--- config.mk ---
export PLATFORM = sky130hd
export DESIGN_NAME = spi_reg_slave
export DESIGN_NICKNAME = d
export VERILOG_FILES = /design/src/rtl/spi_reg_pkg.sv /design/src/rtl/spi_reg_sync.sv /design/src/rtl/spi_reg_ctrl.sv /design/src/rtl/spi_reg_dpath.sv /design/src/rtl/spi_reg_slave.sv
export SDC_FILE = /design/constraint.sdc
export NUM_CORES = 1
export LEC_CHECK = 0
export ABC_AREA = 0
export BUFFER_PORTS_ARGS = -buffer_cell sky130_fd_sc_hd__buf_4
export CAP_MARGIN = 0
export CORE_MARGIN = 2
export CORE_UTILIZATION = 56
export DETAILED_ROUTE_END_ITERATION = 7
export PLACE_DENSITY = 0.79
export SLEW_MARGIN = 20
export SYNTH_ARGS = -nofsm -noshare
export SYNTH_HDL_FRONTEND = slang
export SYNTH_SLANG_ARGS = --single-unit
--- constraint.sdc ---
create_clock -name clk -period 2.41 [get_ports clk]
set_input_delay 0.1205 -clock clk [delete_from_list [all_inputs] [get_ports clk]]
set_output_delay 0.1205 -clock clk [all_outputs]
set_load 0.01 [all_outputs]
--- src/rtl/spi_reg_pkg.sv ---
package spi_reg_pkg;
  localparam int BYTE_W    = 8;
  localparam int ADDR_W    = 8;
  localparam int BIT_IDX_W = $clog2(BYTE_W);

  typedef enum logic [1:0] {
    PH_HDR1 = 2'd0,
    PH_HDR2 = 2'd1,
    PH_DATA = 2'd2
  } phase_e;

  // Strobes from the control unit to the datapath, one clock wide each.
  typedef struct packed {
    logic clear;     // chip select inactive: drop all access state
    logic shiftIn;   // sample edge: shift one bit of mosi in
    logic dirBit;    // first header bit: direction flag
    logic hdr1Done;  // last bit of header byte 1
    logic hdr2Done;  // last bit of header byte 2
    logic byteDone;  // last bit of a data byte
    logic outLoad;   // shift edge opening a data byte: fetch register
    logic outShift;  // shift edge inside a data byte: next bit out
  } strobes_t;
endpackage

--- src/rtl/spi_reg_sync.sv ---
module spi_reg_sync #(
  parameter int WIDTH = 1,
  parameter int STAGES = 2,
  parameter logic [WIDTH-1:0] RST_VAL = '0
) (
  input  logic             clk,
  input  logic             rstN,
  input  logic [WIDTH-1:0] d,
  output logic [WIDTH-1:0] q
);
  generate
    if (STAGES <= 1) begin : gSingle
      logic [WIDTH-1:0] flop;
      always_ff @(posedge clk or negedge rstN) begin
        if (!rstN) flop <= RST_VAL;
        else       flop <= d;
      end
      assign q = flop;
    end else begin : gChain
      logic [STAGES-1:0][WIDTH-1:0] chain;
      always_ff @(posedge clk or negedge rstN) begin
        if (!rstN) chain <= {STAGES{RST_VAL}};
        else       chain <= {chain[STAGES-2:0], d};
      end
      assign q = chain[STAGES-1];
    end
  endgenerate
endmodule

--- src/rtl/spi_reg_ctrl.sv ---
module spi_reg_ctrl
  import spi_reg_pkg::*;
#(
  parameter int SYNC_STAGES = 2
) (
  input  logic     clk,
  input  logic     rstN,
  input  logic     cpol,
  input  logic     cpha,
  input  logic     csN,
  input  logic     sclk,
  input  logic     mosi,
  output strobes_t stb,
  output logic     csActive,
  output logic     inData,
  output logic     mosiS
);
  localparam logic [BIT_IDX_W-1:0] LAST_BIT = BIT_IDX_W'(BYTE_W - 1);

  logic [2:0] pinsRaw;
  logic [2:0] pinsSync;
  assign pinsRaw = {csN, sclk, mosi};

  spi_reg_sync #(
    .WIDTH  (3),
    .STAGES (SYNC_STAGES),
    .RST_VAL(3'b100)
  ) uSync (
    .clk (clk),
    .rstN(rstN),
    .d   (pinsRaw),
    .q   (pinsSync)
  );

  logic sclkS;
  logic sclkD;
  assign csActive = ~pinsSync[2];
  assign sclkS    = pinsSync[1];
  assign mosiS    = pinsSync[0];

  always_ff @(posedge clk or negedge rstN) begin
    if (!rstN) sclkD <= 1'b0;
    else       sclkD <= sclkS;
  end

  logic riseEdge;
  logic fallEdge;
  logic sampleEdge;
  logic shiftEdge;
  assign riseEdge   = sclkS & ~sclkD;
  assign fallEdge   = ~sclkS & sclkD;
  // Sampling on the rising edge happens when polarity and phase agree.
  assign sampleEdge = csActive & ((cpol == cpha) ? riseEdge : fallEdge);
  assign shiftEdge  = csActive & ((cpol == cpha) ? fallEdge : riseEdge);

  phase_e               phase;
  logic [BIT_IDX_W-1:0] bitIdx;
  logic                 lastBit;
  assign lastBit = (bitIdx == LAST_BIT);

  always_ff @(posedge clk or negedge rstN) begin
    if (!rstN) begin
      phase  <= PH_HDR1;
      bitIdx <= '0;
    end else if (!csActive) begin
      phase  <= PH_HDR1;
      bitIdx <= '0;
    end else if (sampleEdge) begin
      bitIdx <= bitIdx + 1'b1;
      if (lastBit) begin
        unique case (phase)
          PH_HDR1: phase <= PH_HDR2;
          PH_HDR2: phase <= PH_DATA;
          default: phase <= PH_DATA;
        endcase
      end
    end
  end

  assign inData = (phase == PH_DATA);

  always_comb begin
    stb          = '0;
    stb.clear    = ~csActive;
    stb.shiftIn  = sampleEdge;
    stb.dirBit   = sampleEdge & (phase == PH_HDR1) & (bitIdx == '0);
    stb.hdr1Done = sampleEdge & (phase == PH_HDR1) & lastBit;
    stb.hdr2Done = sampleEdge & (phase == PH_HDR2) & lastBit;
    stb.byteDone = sampleEdge & inData & lastBit;
    stb.outLoad  = shiftEdge & inData & (bitIdx == '0);
    stb.outShift = shiftEdge & inData & (bitIdx != '0);
  end
endmodule

--- src/rtl/spi_reg_dpath.sv ---
module spi_reg_dpath
  import spi_reg_pkg::*;
(
  input  logic              clk,
  input  logic              rstN,
  input  strobes_t          stb,
  input  logic              mosiS,
  input  logic [BYTE_W-1:0] regRdData,
  output logic [ADDR_W-1:0] regAddr,
  output logic              regWe,
  output logic [BYTE_W-1:0] regWdata,
  output logic              miso,
  output logic              misoOe,
  output logic              rwFlag,
  output logic              burst
);
  logic [BYTE_W-1:0] shiftReg;
  logic [BYTE_W-1:0] byteIn;
  logic [BYTE_W-1:0] outHold;
  logic              rwKnown;
  logic              addrHi;
  logic              firstDone;
  logic              misoBit;
  logic              allow;

  assign byteIn = {shiftReg[BYTE_W-2:0], mosiS};
  // Only the first data byte counts unless the access is a burst.
  assign allow  = burst | ~firstDone;

  always_ff @(posedge clk or negedge rstN) begin
    if (!rstN) begin
      shiftReg  <= '0;
      outHold   <= '0;
      rwFlag    <= 1'b0;
      rwKnown   <= 1'b0;
      addrHi    <= 1'b0;
      burst     <= 1'b0;
      firstDone <= 1'b0;
      misoBit   <= 1'b0;
      regAddr   <= '0;
    end else if (stb.clear) begin
      shiftReg  <= '0;
      outHold   <= '0;
      rwFlag    <= 1'b0;
      rwKnown   <= 1'b0;
      addrHi    <= 1'b0;
      burst     <= 1'b0;
      firstDone <= 1'b0;
      misoBit   <= 1'b0;
      regAddr   <= '0;
    end else begin
      if (stb.shiftIn) shiftReg <= byteIn;
      if (stb.dirBit) begin
        rwFlag  <= mosiS;
        rwKnown <= 1'b1;
      end
      if (stb.hdr1Done) addrHi <= mosiS;
      if (stb.hdr2Done) begin
        regAddr   <= {addrHi, byteIn[BYTE_W-1:1]};
        burst     <= mosiS;
        firstDone <= 1'b0;
      end
      if (stb.byteDone) begin
        firstDone <= 1'b1;
        if (burst) regAddr <= regAddr + 1'b1;
      end
      if (stb.outLoad) begin
        misoBit <= allow ? regRdData[BYTE_W-1] : 1'b0;
        outHold <= allow ? {regRdData[BYTE_W-2:0], 1'b0} : '0;
      end else if (stb.outShift) begin
        misoBit <= outHold[BYTE_W-1];
        outHold <= {outHold[BYTE_W-2:0], 1'b0};
      end
    end
  end

  assign regWe    = stb.byteDone & rwKnown & ~rwFlag & allow;
  assign regWdata = byteIn;
  assign miso     = misoBit;
  assign misoOe   = ~stb.clear & rwKnown & rwFlag;
endmodule

--- src/rtl/spi_reg_slave.sv ---
module spi_reg_slave
  import spi_reg_pkg::*;
#(
  parameter int SYNC_STAGES = 2
) (
  input  logic              clk,
  input  logic              rstN,
  input  logic              cpol,
  input  logic              cpha,
  input  logic              csN,
  input  logic              sclk,
  input  logic              mosi,
  output logic              miso,
  output logic              misoOe,
  output logic [ADDR_W-1:0] regAddr,
  output logic              regWe,
  output logic [BYTE_W-1:0] regWdata,
  input  logic [BYTE_W-1:0] regRdData
);
  strobes_t stb;
  logic     csActive;
  logic     inData;
  logic     mosiS;
  logic     rwFlag;
  logic     burst;

  spi_reg_ctrl #(.SYNC_STAGES(SYNC_STAGES)) uCtrl (
    .clk     (clk),
    .rstN    (rstN),
    .cpol    (cpol),
    .cpha    (cpha),
    .csN     (csN),
    .sclk    (sclk),
    .mosi    (mosi),
    .stb     (stb),
    .csActive(csActive),
    .inData  (inData),
    .mosiS   (mosiS)
  );

  spi_reg_dpath uData (
    .clk      (clk),
    .rstN     (rstN),
    .stb      (stb),
    .mosiS    (mosiS),
    .regRdData(regRdData),
    .regAddr  (regAddr),
    .regWe    (regWe),
    .regWdata (regWdata),
    .miso     (miso),
    .misoOe   (misoOe),
    .rwFlag   (rwFlag),
    .burst    (burst)
  );
endmodule

* After elaboration in Yosys (flattened, before gate mapping) *
Cells that the tools add are included.

storage, ports and cells
  input port bits = 15
  output and inout bits = 19
  bits in registers = 41

cells by class
  mux-type cells = 33
  eq/ne operators = 4
  bitwise gates (word level) = 25
  reduce and logical (&&, ||, !) cells = 11
  add/sub/neg operators = 2

operators with widths
  kind                                                              count
  8-bit two-way mux                                                 8
  1-bit AND                                                         19
  1-bit two-way mux                                                 17
  7-bit two-way mux                                                 2
  2-bit nonzero test                                                5
  3-bit nonzero test                                                3
  8-bit by 1-bit adder with 8-bit output (second input constant)    1
  2-bit two-way mux                                                 4
  3-bit two-way mux                                                 2
  1-bit NOT                                                         5
  3-bit by 1-bit adder with 3-bit output (second input constant)    1
  3-bit == test (second input constant)                             1
  3-bit logical NOT                                                 1
  2-bit by 1-bit == test with 1-bit output (second input constant)  1
  2-bit == test (second input constant)                             1
  2-bit logical NOT                                                 1
  2-bit AND reduction                                               1
  1-bit == test                                                     1
  1-bit OR                                                          1

* Logic depth before layout (Yosys ltp) *
Gate-level depths: netlist of the first run.

  depth in word-level cells = 10
  gate-level depth with buffers = 7
  gate-level depth less buffers = 6

* Modules after synthesis *
A second synthesis of the first run with hierarchy kept.

unflattened totals
  cell total of the unflattened synthesis = 195
  area total of the unflattened synthesis = 2029.4 µm²

modules (own cells, without submodules)
  module         area each (µm²)  cells each  times used
  spi_reg_dpath  1416.4           142         1
  spi_reg_ctrl   437.9            44          1
  spi_reg_sync   175.2            9           1

* Worst setup path after synthesis of the first run *
No wires, ideal clock.

  path type = register -> register
  start = reg uCtrl.bitIdx[0]
  end = reg uData.burst
  slack = 0.666 ns
  required time = 2.283 ns
  buffers on the path = 0
  arrival = 1.616 ns
  stages on the path, launching flop included = 7
  path through = dfrtp_1 -> ha_1 -> ha_1 -> and3b_1 -> mux2_4 -> nand2_1 -> mux2_1

on the way
  cells in the longest elaborated chain, start to end = 3

ends and longest elaborated chain
  what                                 line                 source
  start, declared                      spi_reg_ctrl.sv:57   logic [BIT_IDX_W-1:0] bitIdx;
  start signal, assigned               spi_reg_ctrl.sv:69   bitIdx <= bitIdx + 1'b1;
  3-bit == test                        spi_reg_ctrl.sv:59   assign lastBit = (bitIdx == LAST_BIT);
  1-bit AND                            spi_reg_ctrl.sv:88   stb.hdr2Done = sampleEdge & (phase == PH_HDR2) & lastBit;
  2-bit nonzero test (no source line)  --
  end signal, assigned                 spi_reg_dpath.sv:60  burst <= mosiS;
  end, declared                        spi_reg_dpath.sv:15  output logic burst

Every way passes these cells.
A chain may end at the register's enable or synchronous reset.

* Worst setup path in the final report of the first run *
  start = reg uCtrl.uSync.gChain.chain (netlist bit uCtrl.uSync.q[2])
  end = reg uData.regAddr[6]

on the way
  cells in the longest elaborated chain, start to end = 8
  elaborated cells on any way between the ends = 10

ends and longest elaborated chain
  what                    line                 source
  start, declared         spi_reg_sync.sv:20   logic [STAGES-1:0][WIDTH-1:0] chain;
  start signal, assigned  spi_reg_sync.sv:22   if (!rstN) chain <= {STAGES{RST_VAL}};
  start signal, assigned  spi_reg_sync.sv:23   else chain <= {chain[STAGES-2:0], d};
  1-bit NOT               spi_reg_ctrl.sv:37   assign csActive = ~pinsSync[2];
  1-bit AND               spi_reg_ctrl.sv:53   assign sampleEdge = csActive & ((cpol == cpha) ? riseEdge : fallEdge);
  1-bit AND (2 in a row)  spi_reg_ctrl.sv:88
  8-bit two-way mux       spi_reg_dpath.sv:58  if (stb.hdr2Done) begin
  8-bit two-way mux       spi_reg_dpath.sv:65  if (burst) regAddr <= regAddr + 1'b1;
  8-bit two-way mux       spi_reg_dpath.sv:63  if (stb.byteDone) begin
  8-bit two-way mux *     spi_reg_dpath.sv:41  end else if (stb.clear) begin
  end signal, assigned    spi_reg_dpath.sv:59  regAddr <= {addrHi, byteIn[BYTE_W-1:1]};
  end signal, assigned    spi_reg_dpath.sv:65
  end, declared           spi_reg_dpath.sv:9   output logic [ADDR_W-1:0] regAddr,

Mark *: on every way between the ends. The rest lies on a longest branch, timed or not.

==> results.md, run 1 <==
* Run status: finished clean
* Routed Antenna Nets at 0
* Largest net degree at the start of global routing at between 40 and 50
* Clock net sink count at 40
* PD cells at 515 nW/um^2
* Dpl ws at around 250 ps
* Die area at 4260 sq um
* Routed Wire Length at approximately 4.6 mm
* Area Overhead vs Synth at 20.0%
* Global-route wire length before repair at between 7 and 8 mm
* Die width at 65.3 um
* Vias in the first global route at about 1600
* Multi-input combinational cell area at roughly 1000 sq um
* Min cycle time layout at ~2300 ps
* Hpwl dp at between 3 and 4 mm
* Setup violations, final at 0
* CP delay by family, top: simple AND/OR/NAND/NOR gates
* Primary FF master, synth: dfrtp_1
* Setup crit end kind: register
* Seq/Total Area, Yosys at approximately 48%
* Mapped Cells at approximately 230
* Worst hold path class: in -> reg
* Reg2Reg Depth at 4
* Buf+Inv Stages, Crit Path at 0
* Leading cell type by number of instances after synthesis: dfrtp_1
* DRT Pass-1 Iters at 4
* Max incr delay on CP at 950 ps
* Required @ worst endpoint at approximately 2600 ps
* CTS tree: yes
* Async S/R FF share, synth at 100%
* Number of cells on the critical path at 4
* Max_slew headroom at about a quarter
* DR DRC count at 0
* Reg-to-reg setup timing slack at ~150 ps
* Final setup TNS at 0 ps
* CTS Buf Count at 5
* Critical R2R Launch: uCtrl.uSync.q[2]
* Synth Area per Inst at 9.35 sq um
* Routability Congestion at roughly 0.83
* Starting Density at between 50% and 60%
* Least-Margin Pin Slew at roughly 1100 ps
* Seq cells post-synth at 40
* Die height at roughly 65 um
* Peak VDD IR at about 360 uV
* Max FO, Critical Path at 11
* Commonest cells post-synth: dfrtp_1, nand2_1, o21ai_0
* Fmax at 0.443 GHz
* Final worst slack at 152 ps
* CTS Buffer Depth at 2
* Distinct cells, synth at 42
* Reg area at 1000 sq um
* CTS resizes at 0
* Via Count at between 1500 and 2000
* Post-CTS Hold Buffers at 4
* Post-synth EDFFs at 0
* Rows at 22
* FILL cells at around 300
* Area leader, netlist: dfrtp_1
* Worst R2R End: uData.regAddr[6]
* Critical-path top delay cell: nor4bb_1
* Clock slew at reported path FFs at about 80 ps
* CTS root buf: clkbuf_8
* Total core area at between 3000 and 4000 sq um
* Total track usage at 23.9%
* Tcrit/Tclk final at a little over nine tenths
* DR WL/cell at 14.7 um
* Final Util at ~69%
* Top cell type's share of synthesized area at between 40 and 50%
* I/O pins at 34
* Power, Total at roughly 1300 uW
* Initial antenna violation count at 0
* Crit. Startpoint: uCtrl.uSync.q[2]
* Max Slew Vio Count at 0
* Final hold violations at 0
* Area after DPL at approximately 2400 sq um
* Leak at around 0.0011 uW
* Worst-path cell chain: nor4bb_1 > nor2_1 > a221oi_1 > a31oi_1
* H-Tree Depth at 2
* Mapped cell area at roughly 2100 sq um
* IO Port Bufs at 33
* RSZ-0062 raised after global routing: no
* Critical path endpoint: uData.regAddr[6]
* Skew final at about 11 ps
* Final instance area at ~2500 sq um
* Synth warnings at 0
* Crit Path Class: reg -> reg
* Mapped Nets at roughly 240
* Clk Latency, worst-skew pair at around 300 ps
* CP startpoint kind: register
* DRT iter0 DRCs at between 150 and 200
* Vias/cell at just under 6
* Most area-consuming cells after synthesis: dfrtp_1, nand2_1, o21ai_0
* Layout Nets at 280
* Post-CTS Setup Inserts at 0
* Share of cells above drive strength 1 at 19.1%
* Arrival time worst endpoint at between 2000 and 2500 ps
* # diodes at 0
* Grt ovf at 0
* Max-cap violation count at 0
worst min path at each step:
stage | end | start | depth (start not counted) | slack (ps)
after global placement | uData.shiftReg[4] | rstN | 1 | 130
final | uData.outHold[1] | regRdData[0] | 3 | 110
after CTS | uData.outHold[1] | regRdData[0] | 3 | 110
after floorplan | uCtrl.bitIdx[0] | rstN | 0 | -180
after global routing | uData.outHold[4] | regRdData[3] | 3 | 110
after detailed placement | uData.shiftReg[1] | rstN | 1 | 130
registers in the layout, indices dropped and copies added, names as in the netlist:
register / cells
uCtrl.uSync.gChain.chain: 3
uData.miso: 1
uCtrl.sclkD: 1
uData.addrHi: 1
uData.shiftReg: 7
uData.rwKnown: 1
uCtrl.bitIdx: 3
uData.outHold: 7
uData.rwFlag: 1
uData.firstDone: 1
uData.burst: 1
uCtrl.phase: 2
uData.regAddr: 8
uCtrl.uSync.q: 3
metal layers:
layer	share of wire, %	wire (um)	vias up	track usage [%]
met5	0	0	-	0
met4	1.2	55	0	7.81
met3	4.8	220	6	5.82
met2	48	2210	54	36.1
met1	46	2090	879	34.1
li1	-	-	880	-
layout make-up:
type                            instances  share of cell area, %
Timing Repair Buffer                   43                   13.2
Sequential cell                        40                   39.7
Tap cell                               48                   2.38
Inverter                                4                  0.595
Multi-Input combinational cell        167                   40.5
Clock buffer                            8                   3.57
report_power, final:
group          total (uW)  internal [uW]  switching, uW
combinational         135           58.0           77.1
sequential            701            687           14.8
clock                 463            234            230
logic make-up after synthesis:
group | synth area share (%)
simple gates | 22.1
compound gates | 18.7
flops | 47.7
buf+inv | 3.69
mux | 4.10
fa+ha+maj | 2.38
xor+xnor | 1.31
through the flow:
stage / instances / hold slack [ps]
3_5_place_dp: 298 / 126
3_3_place_gp: 298 / 128
2_1_floorplan: 225 / -175
5_1_grt: 310 / 108
6_report: 310 / 109
4_1_cts: 310 / 109
cells in the final DEF (no fill, tap or decap), drive strengths merged, types with 7 or more instances in the layout:
cell and instances:
nor2 10, o21ai 21, buf 39, nand2 30, nand3 9, nor2b 13, dfrtp 38, a22oi 7
clkbuf 8, a21oi 19
worst register-to-register path, cell delays in order (launching register included):
cell      delay [ps]
dfstp_2          430
nor4bb_1         960
nor2_1           270
a221oi_1         370
a31oi_1          110
No activity file was read; power rests on OpenSTA's default activity.
==> inputs of run 2 (changes only) <==
--- a/config.mk
+++ b/config.mk
@@ -8,11 +8,12 @@
 export ABC_AREA = 0
 export BUFFER_PORTS_ARGS = -buffer_cell sky130_fd_sc_hd__buf_4
 export CAP_MARGIN = 0
-export CORE_MARGIN = 2
-export CORE_UTILIZATION = 56
+export CORE_MARGIN = 1
+export CORE_UTILIZATION = 55
 export DETAILED_ROUTE_END_ITERATION = 7
-export PLACE_DENSITY = 0.79
+export PLACE_DENSITY = 0.78
 export SLEW_MARGIN = 20
 export SYNTH_ARGS = -nofsm -noshare
 export SYNTH_HDL_FRONTEND = slang
+export SYNTH_HIERARCHICAL = 1
 export SYNTH_SLANG_ARGS = --single-unit
==> run 2 against run 1 <==
  * First-iteration DRC count fell by 23%
  * Final cell count fell by 10%
  * Synthesized cell count fell by 13%
  * Setup slack improved by 31 ps
  * Register-to-register slack improved by 30 ps
  * Power rose by 1.8%
  * Sequential power fell by 0.6%
  * Flip-flop and latch count did not move
  * Critical path depth rose by 5
  * Non-clock buffer count rose by 1
  * Combinational power fell by 31%
  * Die area fell by 7.7%
==> results.md, run 2 <==
* Primary FF master, synth: dfrtp_1 (unchanged)
* Arrival time worst endpoint at 2410 ps (was 2430 ps)
* Commonest cells post-synth: dfrtp_1, mux2i_1, nor2_1 (was dfrtp_1, nand2_1, o21ai_0)
* Area Overhead vs Synth at 21.3% (was 20.0%)
* H-Tree Depth at 2 (unchanged)
* Hpwl dp at 2.77 mm (was 3.07 mm)
* Simple-gate area share of the yosys netlist at 19.7% (was 22.1%)
* Share of cells above drive strength 1 at 27.5% (was 19.1%)
* Tcrit/Tclk final at 92.4% (was 93.7%)
* Worst hold path class: in -> reg (unchanged)
* Max_slew headroom at 66.3% (was 24.4%)
* Synth warnings at 6 (was 0)
* Worst R2R End: uData/regAddr[6] (was uData.regAddr[6])
* Part of the power in registers at 52.7% (was 54.0%)
* Fmax at 0.449 GHz (was 0.443 GHz)
* Global-route wire length before repair at 7.15 mm (was 7.76 mm)
* Grt ovf at 0 (unchanged)
* DRT iter0 DRCs at 122 (was 158)
* Synth Area in XOR/XNOR at 1.23% (was 1.31%)
* Clock slew at reported path FFs at 70 ps (was 80 ps)
* Leak at 0.00110 uW (was 0.00113 uW)
* Clock net sink count at 40 (unchanged)
* Critical R2R Launch: uCtrl/bitIdx[0] (was uCtrl.uSync.q[2])
* Peak VDD IR at 471 uV (was 361 uV)
* Most frequent cells in the layout: buf_4, dfrtp_1, nor2_1, mux2i_1, nand3_1 (was buf_4, dfrtp_1, nand2_1, o21ai_0, a21oi_1)
* Via Count at 1552 (was 1819)
* Post-CTS Setup Inserts at 0 (unchanged)
* Max FFs per register at 8 (unchanged)
* I/O pins at 34 (unchanged)
* Synth Area in Adders at 2.47% (was 2.38%)
* RSZ-0062 raised after global routing: no (unchanged)
* Routability Congestion at 0.805 (was 0.832)
* Die area at 3940 sq um (was 4260 sq um)
* Area leader, netlist: dfrtp_1 (unchanged)
* CTS Buf Count at 5 (unchanged)
* Final hold violations at 0 (unchanged)
* Initial antenna violation count at 0 (unchanged)
* # diodes at 0 (unchanged)
* Largest net degree at the start of global routing at 41 (unchanged)
* CTS root buf: clkbuf_8 (unchanged)
* Run status: finished clean (unchanged)
* Post-synthesis compound-gate area fraction at 8.57% (was 18.7%)
* PD cells at 537 nW/um^2 (was 515 nW/um^2)
* Distinct cells, synth at 40 (was 42)
* CTS Buffer Depth at 2 (unchanged)
* Clock power frac at 40.3% (was 35.7%)
* Mapped Nets at 214 (was 244)
* Max Slew Vio Count at 0 (unchanged)
* Min cycle time layout at 2230 ps (was 2260 ps)
* Crit. Startpoint: uCtrl/bitIdx[0] (was uCtrl.uSync.q[2])
* Starting Density at 59.0% (was 57.9%)
* Reg2Reg Depth at 9 (was 4)
* Skew final at 2.26 ps (was 10.6 ps)
* Mapped Cells at 195 (was 225)
* Routed Antenna Nets at 0 (unchanged)
* Total core area at 3440 sq um (was 3630 sq um)
* Pint at 1040 uW (was 978 uW)
* DRT Pass-1 Iters at 4 (unchanged)
* Setup crit end kind: register (unchanged)
* Area after DPL at 2310 sq um (was 2390 sq um)
* DR DRC count at 0 (unchanged)
* Rows at 21 (was 22)
* Multiplexer share of the synthesized area at 14.0% (was 4.10%)
* Vias in the first global route at 1589 (was 1629)
* Seq cells post-synth at 40 (unchanged)
* DR WL/cell at 14.6 um (was 14.7 um)
* Most area-consuming cells after synthesis: dfrtp_1, mux2i_1, nor2_1 (was dfrtp_1, nand2_1, o21ai_0)
* Layout Nets at 251 (was 280)
* Largest reg by FF count: uData/regAddr (was uData.regAddr)
* Commonest non-fill, non-tap cell in the layout: buf_4 (unchanged)
* Die width at 62.7 um (was 65.3 um)
* Top cell type's share of synthesized area at 46.9% (was 45.2%)
* Logic gate share of total power at 7.1% (was 10.4%)
* Critical path endpoint: uData/regAddr[6] (was uData.regAddr[6])
* Synth Area per Inst at 10.4 sq um (was 9.35 sq um)
* Switch Pwr at 286 uW (was 322 uW)
* Max FO, Critical Path at 13 (was 11)
* Regs by FF count: uData/regAddr: 8 flops, uData/outHold: 7 flops, uData/shiftReg: 7 flops (was uData.regAddr: 8 flops, uData.outHold: 7 flops, uData.shiftReg: 7 flops)
* CP startpoint kind: register (unchanged)
* Worst hold slack at 94.9 ps (was 109 ps)
* Mapped cell area at 2030 sq um (was 2100 sq um)
* IO Port Bufs at 33 (unchanged)
* Leading cell type by number of instances after synthesis: dfrtp_1 (unchanged)
* Post-synth EDFFs at 0 (unchanged)
* HP Start: regRdData[5] (was regRdData[0])
* Least-Margin Pin Slew at 496 ps (was 1120 ps)
* Total track usage at 23.5% (was 23.9%)
* Vias/cell at 5.56 (was 5.87)
* Reg-to-reg setup timing slack at 180 ps (was 150 ps)
* Final instance area at 2460 sq um (was 2520 sq um)
* Sw Share at 21.6% (was 24.7%)
* Clk Latency, worst-skew pair at 290 ps (was 300 ps)
* Die height at 62.7 um (was 65.3 um)
* Max-cap violation count at 0 (unchanged)
* Routed Wire Length at 4.07 mm (was 4.57 mm)
* Final setup TNS at 0 ps (unchanged)
* Required @ worst endpoint at 2600 ps (was 2580 ps)
* Crit Path Class: reg -> reg (unchanged)
* Combinational family with the most area after synthesis: simple AND/OR/NAND/NOR gates (unchanged)
* CTS tree: yes (unchanged)
* Async S/R FF share, synth at 100% (unchanged)
* Setup violations, final at 0 (unchanged)
* Seq/Total Area, Yosys at 49.4% (was 47.7%)
[run 2: how the worst min path moves through the flow]
| stage | endpoint | slack (ps) | depth (start not counted) |
|---|---|---|---|
| after floorplan | uCtrl/bitIdx[0] | -180 | 0 |
| after global placement | uData/rwKnown | 120 | 1 |
| after CTS | uData/outHold[6] | 90 | 3 |
| after global routing | uData/outHold[4] | 100 | 3 |
| after detailed placement | uData/outHold[1] | 120 | 1 |
| final | uData/outHold[6] | 90 | 3 |
[run 2: cell type report]
class	count	area, sq um
clock inverters	2	35.0
clock buffers	6	72.6
flip-flops and latches	40	1000
inverters	5	18.8
multi-input cells	136	933
well taps	46	57.6
repair buffers	44	340
fillers	253	981
[run 2: power groups by stage]
stage          registers (uW)  logic [uW]  clock network (uW)
2_1_floorplan             702        55.4                   0
3_3_place_gp              708        86.0                   0
3_5_place_dp              709        88.9                   0
4_1_cts                   696        94.8                 542
5_1_grt                   699         105                 567
6_report                  697        93.5                 533
[run 2: logic make-up after synthesis]
group                    Yosys count
buffers and inverters             19
AND/OR/NAND/NOR                   77
AO/OA/AOI/OAI                     26
adder cells (fa/ha/maj)            4
XOR/XNOR                           2
flip-flops                        40
multiplexers                      27
[run 2: metrics by stage]
step | setup WS [ps] | std cells | total power [uW] | utilization [%]
2_1_floorplan | 261 | 195 | 758 | -
3_3_place_gp | 344 | 267 | 794 | 67.2
3_5_place_dp | 271 | 267 | 798 | 67.2
4_1_cts | 209 | 279 | 1330 | 71.5
5_1_grt | 37.9 | 279 | 1370 | 71.5
6_report | 183 | 279 | 1320 | 71.5
[run 2: routing by layer]
layer / global-route usage [%] / up-vias / part of all wire, %
li1: - / 754 / -
met1: 30.3 / 756 / 45
met2: 37.5 / 36 / 49
met3: 6.93 / 6 / 4.7
met4: 8.43 / 0 / 1.6
met5: 0 / - / 0
[run 2: worst max-delay path, cell delays in order (launching register included)]
cell and delay [ps]:
dfrtp_1 380, ha_1 180, ha_1 190, nand3b_1 80
mux2_4 310, nor4b_2 250, buf_4 240, mux2i_1 220
a21oi_1 80, and3_1 180
[run 2: timing repair]
| action | in CTS | in global routing |
|---|---|---|
| endpoints found under the hold margin | 41 | 0 |
| gates resized for setup | 0 | 0 |
| hold buffers | 4 | 0 |
